### src/rtl/tmr_pkg.sv
package tmr_pkg;
  localparam int PRE_W     = 12;
  localparam int SEL_W     = 3;
  localparam int IE_BIT    = 5;
  localparam int FLAG_BIT  = 8;
  localparam int REGS_PER_CH = 3;

  typedef struct packed {
    logic             flag;
    logic             ie;
    logic [SEL_W-1:0] sel;
  } ctrl_t;

  // log2 of the prescale ratio; 0 means every clock
  function automatic int unsigned pre_shift(input logic [SEL_W-1:0] sel);
    if (sel <= 3'd4) return 4 + 2 * int'(sel);
    return 0;
  endfunction
endpackage

### src/rtl/tmr_prescaler.sv
module tmr_prescaler
  import tmr_pkg::*;
(
  input  logic             clk_i,
  input  logic             rst_ni,
  input  logic             run_i,
  input  logic [SEL_W-1:0] sel_i,
  output logic             tick_o
);
  logic [PRE_W-1:0] cnt_q;
  logic [PRE_W-1:0] term;

  always_comb begin
    term   = PRE_W'((32'd1 << pre_shift(sel_i)) - 32'd1);
    tick_o = run_i && (cnt_q >= term);
  end

  always_ff @(posedge clk_i or negedge rst_ni) begin
    if (!rst_ni)      cnt_q <= '0;
    else if (!run_i)  cnt_q <= '0;
    else if (tick_o)  cnt_q <= '0;
    else              cnt_q <= cnt_q + 1'b1;
  end

  AST_PRE_GAP: assert property (@(posedge clk_i) disable iff (!rst_ni)
    (tick_o && term != '0) ##1 $stable(sel_i) |-> !tick_o);
  AST_PRE_RESTART: assert property (@(posedge clk_i) disable iff (!rst_ni)
    ($rose(run_i) && term != '0) |-> !tick_o);
endmodule

### src/rtl/tmr_channel.sv
module tmr_channel
  import tmr_pkg::*;
#(
  parameter int CNT_W = 32
) (
  input  logic             clk_i,
  input  logic             rst_ni,
  input  logic             run_i,
  input  logic             we_ctrl_i,
  input  logic             we_const_i,
  input  logic             we_cnt_i,
  input  logic [CNT_W-1:0] wdata_i,
  output logic [CNT_W-1:0] ctrl_rd_o,
  output logic [CNT_W-1:0] const_o,
  output logic [CNT_W-1:0] cnt_o,
  output logic             irq_o
);
  ctrl_t            ctrl_q;
  logic [CNT_W-1:0] const_q;
  logic [CNT_W-1:0] cnt_q;
  logic             tick;
  logic             uf;

  tmr_prescaler u_pre (
    .clk_i  (clk_i),
    .rst_ni (rst_ni),
    .run_i  (run_i),
    .sel_i  (ctrl_q.sel),
    .tick_o (tick)
  );

  assign uf = tick && (cnt_q == '0) && !we_cnt_i;

  always_ff @(posedge clk_i or negedge rst_ni) begin
    if (!rst_ni) begin
      ctrl_q  <= '0;
      const_q <= '0;
      cnt_q   <= '0;
    end else begin
      if (we_ctrl_i) begin
        ctrl_q.sel <= wdata_i[SEL_W-1:0];
        ctrl_q.ie  <= wdata_i[IE_BIT];
      end
      if (uf)                                ctrl_q.flag <= 1'b1;
      else if (we_ctrl_i && !wdata_i[FLAG_BIT]) ctrl_q.flag <= 1'b0;
      if (we_const_i) const_q <= wdata_i;
      if (we_cnt_i)       cnt_q <= wdata_i;
      else if (uf)        cnt_q <= const_q;
      else if (tick)      cnt_q <= cnt_q - 1'b1;
    end
  end

  always_comb begin
    ctrl_rd_o                = '0;
    ctrl_rd_o[SEL_W-1:0]     = ctrl_q.sel;
    ctrl_rd_o[IE_BIT]        = ctrl_q.ie;
    ctrl_rd_o[FLAG_BIT]      = ctrl_q.flag;
  end
  assign const_o = const_q;
  assign cnt_o   = cnt_q;
  assign irq_o   = ctrl_q.flag & ctrl_q.ie;

  AST_HOLD_STOPPED: assert property (@(posedge clk_i) disable iff (!rst_ni)
    (!run_i && !we_cnt_i) |=> $stable(cnt_o));
  AST_DEC_ONE: assert property (@(posedge clk_i) disable iff (!rst_ni)
    (tick && cnt_o != '0 && !we_cnt_i) |=> cnt_o == $past(cnt_o) - 1'b1);
  AST_RELOAD: assert property (@(posedge clk_i) disable iff (!rst_ni)
    (tick && cnt_o == '0 && !we_cnt_i) |=> cnt_o == $past(const_o));
  AST_FLAG_SET: assert property (@(posedge clk_i) disable iff (!rst_ni)
    (tick && cnt_o == '0 && !we_cnt_i) |=> ctrl_rd_o[FLAG_BIT]);
  AST_FLAG_STICKY: assert property (@(posedge clk_i) disable iff (!rst_ni)
    (ctrl_rd_o[FLAG_BIT] && !(we_ctrl_i && !wdata_i[FLAG_BIT])) |=> ctrl_rd_o[FLAG_BIT]);
  AST_FLAG_NO_SET_BY_WR: assert property (@(posedge clk_i) disable iff (!rst_ni)
    (!ctrl_rd_o[FLAG_BIT] && !tick) |=> !ctrl_rd_o[FLAG_BIT]);
  AST_WR_PRIO: assert property (@(posedge clk_i) disable iff (!rst_ni)
    we_cnt_i |=> cnt_o == $past(wdata_i));
endmodule

### src/rtl/tmr_regif.sv
module tmr_regif
  import tmr_pkg::*;
#(
  parameter int NUM_CH = 3,
  parameter int CNT_W  = 32,
  parameter int ADDR_W = 4
) (
  input  logic                         clk_i,
  input  logic                         rst_ni,
  input  logic                         we_i,
  input  logic [ADDR_W-1:0]            addr_i,
  input  logic [CNT_W-1:0]             wdata_i,
  input  logic [NUM_CH-1:0][CNT_W-1:0] ctrl_rd_i,
  input  logic [NUM_CH-1:0][CNT_W-1:0] const_rd_i,
  input  logic [NUM_CH-1:0][CNT_W-1:0] cnt_rd_i,
  output logic [NUM_CH-1:0]            run_o,
  output logic [NUM_CH-1:0]            we_ctrl_o,
  output logic [NUM_CH-1:0]            we_const_o,
  output logic [NUM_CH-1:0]            we_cnt_o,
  output logic [CNT_W-1:0]             rdata_o
);
  logic [NUM_CH-1:0] run_q;
  logic [NUM_CH-1:0] hit_ctrl, hit_const, hit_cnt;

  for (genvar c = 0; c < NUM_CH; c++) begin : g_dec
    localparam int BASE = 1 + REGS_PER_CH * c;
    assign hit_ctrl[c]   = (int'(addr_i) == BASE);
    assign hit_const[c]  = (int'(addr_i) == BASE + 1);
    assign hit_cnt[c]    = (int'(addr_i) == BASE + 2);
    assign we_ctrl_o[c]  = we_i && hit_ctrl[c];
    assign we_const_o[c] = we_i && hit_const[c];
    assign we_cnt_o[c]   = we_i && hit_cnt[c];
  end

  always_ff @(posedge clk_i or negedge rst_ni) begin
    if (!rst_ni)                     run_q <= '0;
    else if (we_i && addr_i == '0)   run_q <= wdata_i[NUM_CH-1:0];
  end
  assign run_o = run_q;

  always_comb begin
    rdata_o = '0;
    if (addr_i == '0) rdata_o[NUM_CH-1:0] = run_q;
    for (int c = 0; c < NUM_CH; c++) begin
      if (hit_ctrl[c])  rdata_o = ctrl_rd_i[c];
      if (hit_const[c]) rdata_o = const_rd_i[c];
      if (hit_cnt[c])   rdata_o = cnt_rd_i[c];
    end
  end

  AST_ONE_STROBE: assert property (@(posedge clk_i) disable iff (!rst_ni)
    $onehot0({we_ctrl_o, we_const_o, we_cnt_o}));
  AST_RUN_WRITE: assert property (@(posedge clk_i) disable iff (!rst_ni)
    (we_i && addr_i == '0) |=> run_o == $past(wdata_i[NUM_CH-1:0]));
endmodule

### src/rtl/multi_reload_timer.sv
module multi_reload_timer
  import tmr_pkg::*;
#(
  parameter int NUM_CH = 3,
  parameter int CNT_W  = 32,
  parameter int ADDR_W = $clog2(1 + REGS_PER_CH * NUM_CH)
) (
  input  logic              clk_i,
  input  logic              rst_ni,
  input  logic              reg_we_i,
  input  logic [ADDR_W-1:0] reg_addr_i,
  input  logic [CNT_W-1:0]  reg_wdata_i,
  output logic [CNT_W-1:0]  reg_rdata_o,
  output logic [NUM_CH-1:0] irq_o
);
  logic [NUM_CH-1:0]            run, we_ctrl, we_const, we_cnt;
  logic [NUM_CH-1:0][CNT_W-1:0] ctrl_rd, const_rd, cnt_rd;

  tmr_regif #(.NUM_CH(NUM_CH), .CNT_W(CNT_W), .ADDR_W(ADDR_W)) u_regif (
    .clk_i      (clk_i),
    .rst_ni     (rst_ni),
    .we_i       (reg_we_i),
    .addr_i     (reg_addr_i),
    .wdata_i    (reg_wdata_i),
    .ctrl_rd_i  (ctrl_rd),
    .const_rd_i (const_rd),
    .cnt_rd_i   (cnt_rd),
    .run_o      (run),
    .we_ctrl_o  (we_ctrl),
    .we_const_o (we_const),
    .we_cnt_o   (we_cnt),
    .rdata_o    (reg_rdata_o)
  );

  for (genvar c = 0; c < NUM_CH; c++) begin : g_ch
    tmr_channel #(.CNT_W(CNT_W)) u_ch (
      .clk_i      (clk_i),
      .rst_ni     (rst_ni),
      .run_i      (run[c]),
      .we_ctrl_i  (we_ctrl[c]),
      .we_const_i (we_const[c]),
      .we_cnt_i   (we_cnt[c]),
      .wdata_i    (reg_wdata_i),
      .ctrl_rd_o  (ctrl_rd[c]),
      .const_o    (const_rd[c]),
      .cnt_o      (cnt_rd[c]),
      .irq_o      (irq_o[c])
    );
  end

  AST_IRQ_NEEDS_FLAG: assert property (@(posedge clk_i) disable iff (!rst_ni)
    $rose(irq_o[0]) |-> ($past(we_ctrl[0]) || $past(run[0])));
endmodule

### config.mk
export PLATFORM = sky130hd
export DESIGN_NAME = multi_reload_timer
export DESIGN_NICKNAME = d
export VERILOG_FILES = /design/src/rtl/tmr_pkg.sv /design/src/rtl/tmr_prescaler.sv /design/src/rtl/tmr_channel.sv /design/src/rtl/tmr_regif.sv /design/src/rtl/multi_reload_timer.sv
export SDC_FILE = /design/constraint.sdc
export NUM_CORES = 1
export LEC_CHECK = 0
export BUFFER_PORTS_ARGS = -buffer_cell sky130_fd_sc_hd__buf_2
export CAP_MARGIN = 20
export CORE_ASPECT_RATIO = 1.1
export CORE_MARGIN = 3
export CORE_UTILIZATION = 38
export CTS_CLUSTER_DIAMETER = 80
export DETAILED_ROUTE_END_ITERATION = 16
export RECOVER_POWER = 25
export REMOVE_ABC_BUFFERS = 1
export SLEW_MARGIN = 30
export SYNTH_ARGS = -nofsm -noshare
export SYNTH_HDL_FRONTEND = slang
export SYNTH_SLANG_ARGS = --single-unit
### constraint.sdc
create_clock -name clk_i -period 3.71 [get_ports clk_i]
set_input_delay 0.5565 -clock clk_i [delete_from_list [all_inputs] [get_ports clk_i]]
set_output_delay 0.5565 -clock clk_i [all_outputs]
set_load 0.005 [all_outputs]
==> key figures <==
Floorplan
  – CORE AREA: 39460 µm²
  – Die ar.: 42680 µm²
  – Starting Density: 38.75%
  – # rows: 76
  – Ports: 74
  – Die H: 216.4 µm
  – Chip width: 197.3 µm

Timing
  – Share of the clock period used by the worst path: 97.30%
  – Hold WS: 286.2 ps
  – Post-route minimum period: 3610 ps
  – Tightest Pin Transition: 2862 ps
  – Final Hold Viols: 0
  – Setup WS post-layout: 100.3 ps
  – Clock skew: 15.62 ps
  – Slew Limit Fails: 100
  – RSZ-0062 raised after global routing: true
  – Fmax: 277.0 MHz
  – # setup viols final: 0
  – Slew HR: -90.82%

Pwr
  – Leakage: 7.557 nW
  – Switching pwr: 3.045 mW
  – Worst VDD drop: 0.3656 mV
  – Internal Power: 6.257 mW
  – Sw frac: 32.73%
  – Clock share of power: 35.2%
  – Power share of the sequential group: 42.1%
  – Power, Total: 9.302 mW
  – Logic pwr share: 22.7%
  – Power per cell area: 524.6 nW/µm²

Final layout
  – Layout cell share with drive strength beyond 1: 20.03%
  – Number of diodes: 0
  – Layout Cells excl Fill: 2259
  – Layout Nets: 1821
  – Syn-to-layout area delta: 15.97%

Setup path
  – Worst Setup Path Type: reg2reg
  – Worst Path Arrival: 4070 ps
  – CP Max Fanout: 28
  – FF-to-FF End: g_ch[1].u_ch.cnt_o[28]
  – Register-to-Register Setup Slack: 100 ps
  – Crit start category: register
  – R2R cell count: 14
  – CP required: 4170 ps
  – Critical Path End Type: register
  – Worst reg2reg path startpoint: g_ch[1].u_ch.ctrl_rd_o[2]

Clock network
  – Total clock sinks: 246
  – Clock latency at the later pin of the worst-skew pair: 580 ps
  – Clk slew on worst S/H paths: 60 ps
  – CTS tree: done
  – H-tree levels: 1
  – # hold bufs at CTS: 0
  – Root Buffer: clkbuf_16
  – Num CTS Buffers: 30
  – Clk buf depth: 3

Synth
  – Syn_area_per_cell: 9.145 µm²
  – Synth Flop Type: dfrtp_1
  – Register area share after synthesis: 40.26%
  – Most common cell in the netlist: dfrtp_1
  – Distinct cell type count after synthesis: 76
  – Synthesized flop and latch total: 246
  – Synth area leaders: dfrtp_1 40%, mux2_2 8.0%, ha_1 4.4%, nor2_1 4.0%, nand2_1 3.9%
  – Yosys warnings: 0
  – Post-Syn Area: 15290 µm²
  – XOR/XNOR share of the synthesized area: 3.437%
  – Mux cell area share after synthesis: 10.06%
  – Yosys top cell by area: dfrtp_1
  – Main combinational cell family by area after synthesis: simple AND/OR/NAND/NOR gates
  – Share of flip-flops with an asynchronous set or reset: 100.0%
  – Post-synthesis adder-cell area fraction: 4.419%
  – Synth Area in Compound Gates: 17.67%
  – Number of enable flip-flop cells after synthesis: 0
  – Top post-synthesis cells by count: 246 x dfrtp_1, 164 x nor2_1, 159 x nand2_1
  – Synth top area share: 40.26%
  – Simple-gate area share of the yosys netlist: 19.94%
  – Syn Inst Count: 1672

Global routing
  – GRT Total Usage: 23.14%
  – Global-route wire length before repair: 79320 µm
  – Vias in the first global route: 13838
  – Pin count of the biggest net entering global routing: 102
  – GR Overflow Total: 0
  – Initial antenna violation count: 0

Detailed routing
  – DRT Pass-1 Iters: 6
  – Vias per cell: 6.153
  – First DRT Iteration DRCs: 1356
  – # DRC: 0
  – Final WL: 50300 µm
  – Average routed wire per standard cell: 22.27 µm
  – Post-route antenna net violation count: 0
  – Routed via count: 13900

Worst hold path
  – WHS Path Cells: 3
  – Hold_sp: reg_wdata_i[15]
  – Worst min path class: in2reg
  – Hold path endpoint: g_ch[0].u_ch.cnt_o[15]

Place
  – I/O Buffers: 73
  – Placed cells: 2199
  – Detail Placement HPWL: 34800 µm
  – Gpl congestion: 0.8796
  – Setup WS pre-CTS: 77.13 ps

Run
  – MaxCap Viol Count: 1

Outcome
  – Status: finished with violations
  – Failing checks: max-capacitance violations, max-slew violations
## final cells by class
| cell class | instances | area (µm²) |
|---|---|---|
| fillers | 3719 | 21730 |
| multi-input cells | 1265 | 8665 |
| flip-flops and latches | 246 | 6156 |
| repair buffers | 143 | 1016 |
| clock buffers | 42 | 897.1 |
| well taps | 507 | 634.4 |
| clock inverters | 14 | 207.7 |
| inverters | 42 | 157.7 |
## metrics by stage
| step | setup TNS (ps) | cell area [µm²] | util (%) |
|---|---|---|---|
| 6_report | 0 | 17730 | 44.94 |
| 5_1_grt | -515.7 | 17730 | 44.94 |
| 4_1_cts | 0 | 17640 | 44.69 |
| 3_5_place_dp | 0 | 16530 | 41.89 |
| 3_3_place_gp | 0 | 16530 | 41.89 |
| 2_1_floorplan | -192800 | 14800 | - |
## per-layer routing
metal  vias up  global-route usage [%]  part of all wire [%]
met2       498                   38.69                    48
met3       111                   3.078                   6.2
met5         -                       0                     0
met4         0                   8.294                   3.4
li1       6369                       -                     -
met1      6922                   30.78                    42
## cell usage in the layout (no fill, tap or decap), types with 9 or more instances in the layout
cell type  instances
dfrtp_1          246
nor2_1           161
nand2_1          153
mux2_2           109
nand3_1          102
o21ai_0          101
buf_2             72
buf_4             60
ha_1              50
a21oi_1           47
inv_1             41
nor4_1            41
a31oi_1           36
a22oi_1           34
xor2_1            34
nor3_1            31
clkbuf_16         31
a222oi_1          28
xnor2_1           26
mux2i_1           22
or4_1             21
o211ai_1          20
nand4_1           16
and2_1            16
or3_1             15
o2111ai_1         14
and3_1            13
a221o_1           12
buf_12            10
a211o_1            9
o31ai_1            9
## cell families (layout without fill, tap and decap cells)
kind of cell    Yosys count  count (layout)
simple gates            626             626
compound gates          390             390
flops                   246             246
buf+inv                 161             241
mux                     135             135
xor+xnor                 60              60
fa+ha+maj                54              54
## how the worst max path moves through the flow
stage | start | to | slack [ps] | cells after the start
4_1_cts | g_ch[1].u_ch.ctrl_rd_o[1] | g_ch[1].u_ch.cnt_o[14] | 50 | 15
3_3_place_gp | g_ch[1].u_ch.ctrl_rd_o[1] | g_ch[1].u_ch.cnt_o[14] | 190 | 15
5_1_grt | g_ch[1].u_ch.ctrl_rd_o[2] | g_ch[1].u_ch.cnt_o[14] | -100 | 15
6_report | g_ch[1].u_ch.ctrl_rd_o[2] | g_ch[1].u_ch.cnt_o[28] | 100 | 14
3_5_place_dp | g_ch[1].u_ch.ctrl_rd_o[1] | g_ch[1].u_ch.cnt_o[14] | 80 | 15
2_1_floorplan | reg_addr_i[2] | g_ch[2].u_ch.cnt_o[29] | -1820 | 4
## power by group through the flow
stage	Sequential [mW]	Clock, mW	Combinational, mW
after floorplan	3.72	0	1.41
after global placement	3.92	0	1.98
after detailed placement	3.94	0	2.04
final	3.92	3.27	2.11
after CTS	3.90	3.34	2.05
after global routing	4.00	3.42	2.38
## state kept, by name (all words and copies together) (netlist names)
signal                 count
g_ch.u_ch.cnt_o           96
g_ch.u_ch.const_o         96
g_ch.u_ch.ctrl_rd_o       15
g_ch.u_ch.u_pre.cnt_q     36
u_regif.run_o              3
## worst max-delay path: stages (launching register included)
cell and delay (ps):
dfrtp_1 400, inv_1 80, ha_1 360, nor3_2 220, o22ai_2 130, ha_1 300, ha_1 300, a211o_1 260
a31oi_1 190, o221ai_2 170, a22oi_2 220, buf_12 220, buf_4 240, mux2i_1 110, a221o_1 270
## timing repair
action,4_1_cts,5_1_grt
setup buffers,0,4
resized for setup,0,16
setup endpoints to repair,0,53
Note: power is estimated with default switching activity, not from simulation.
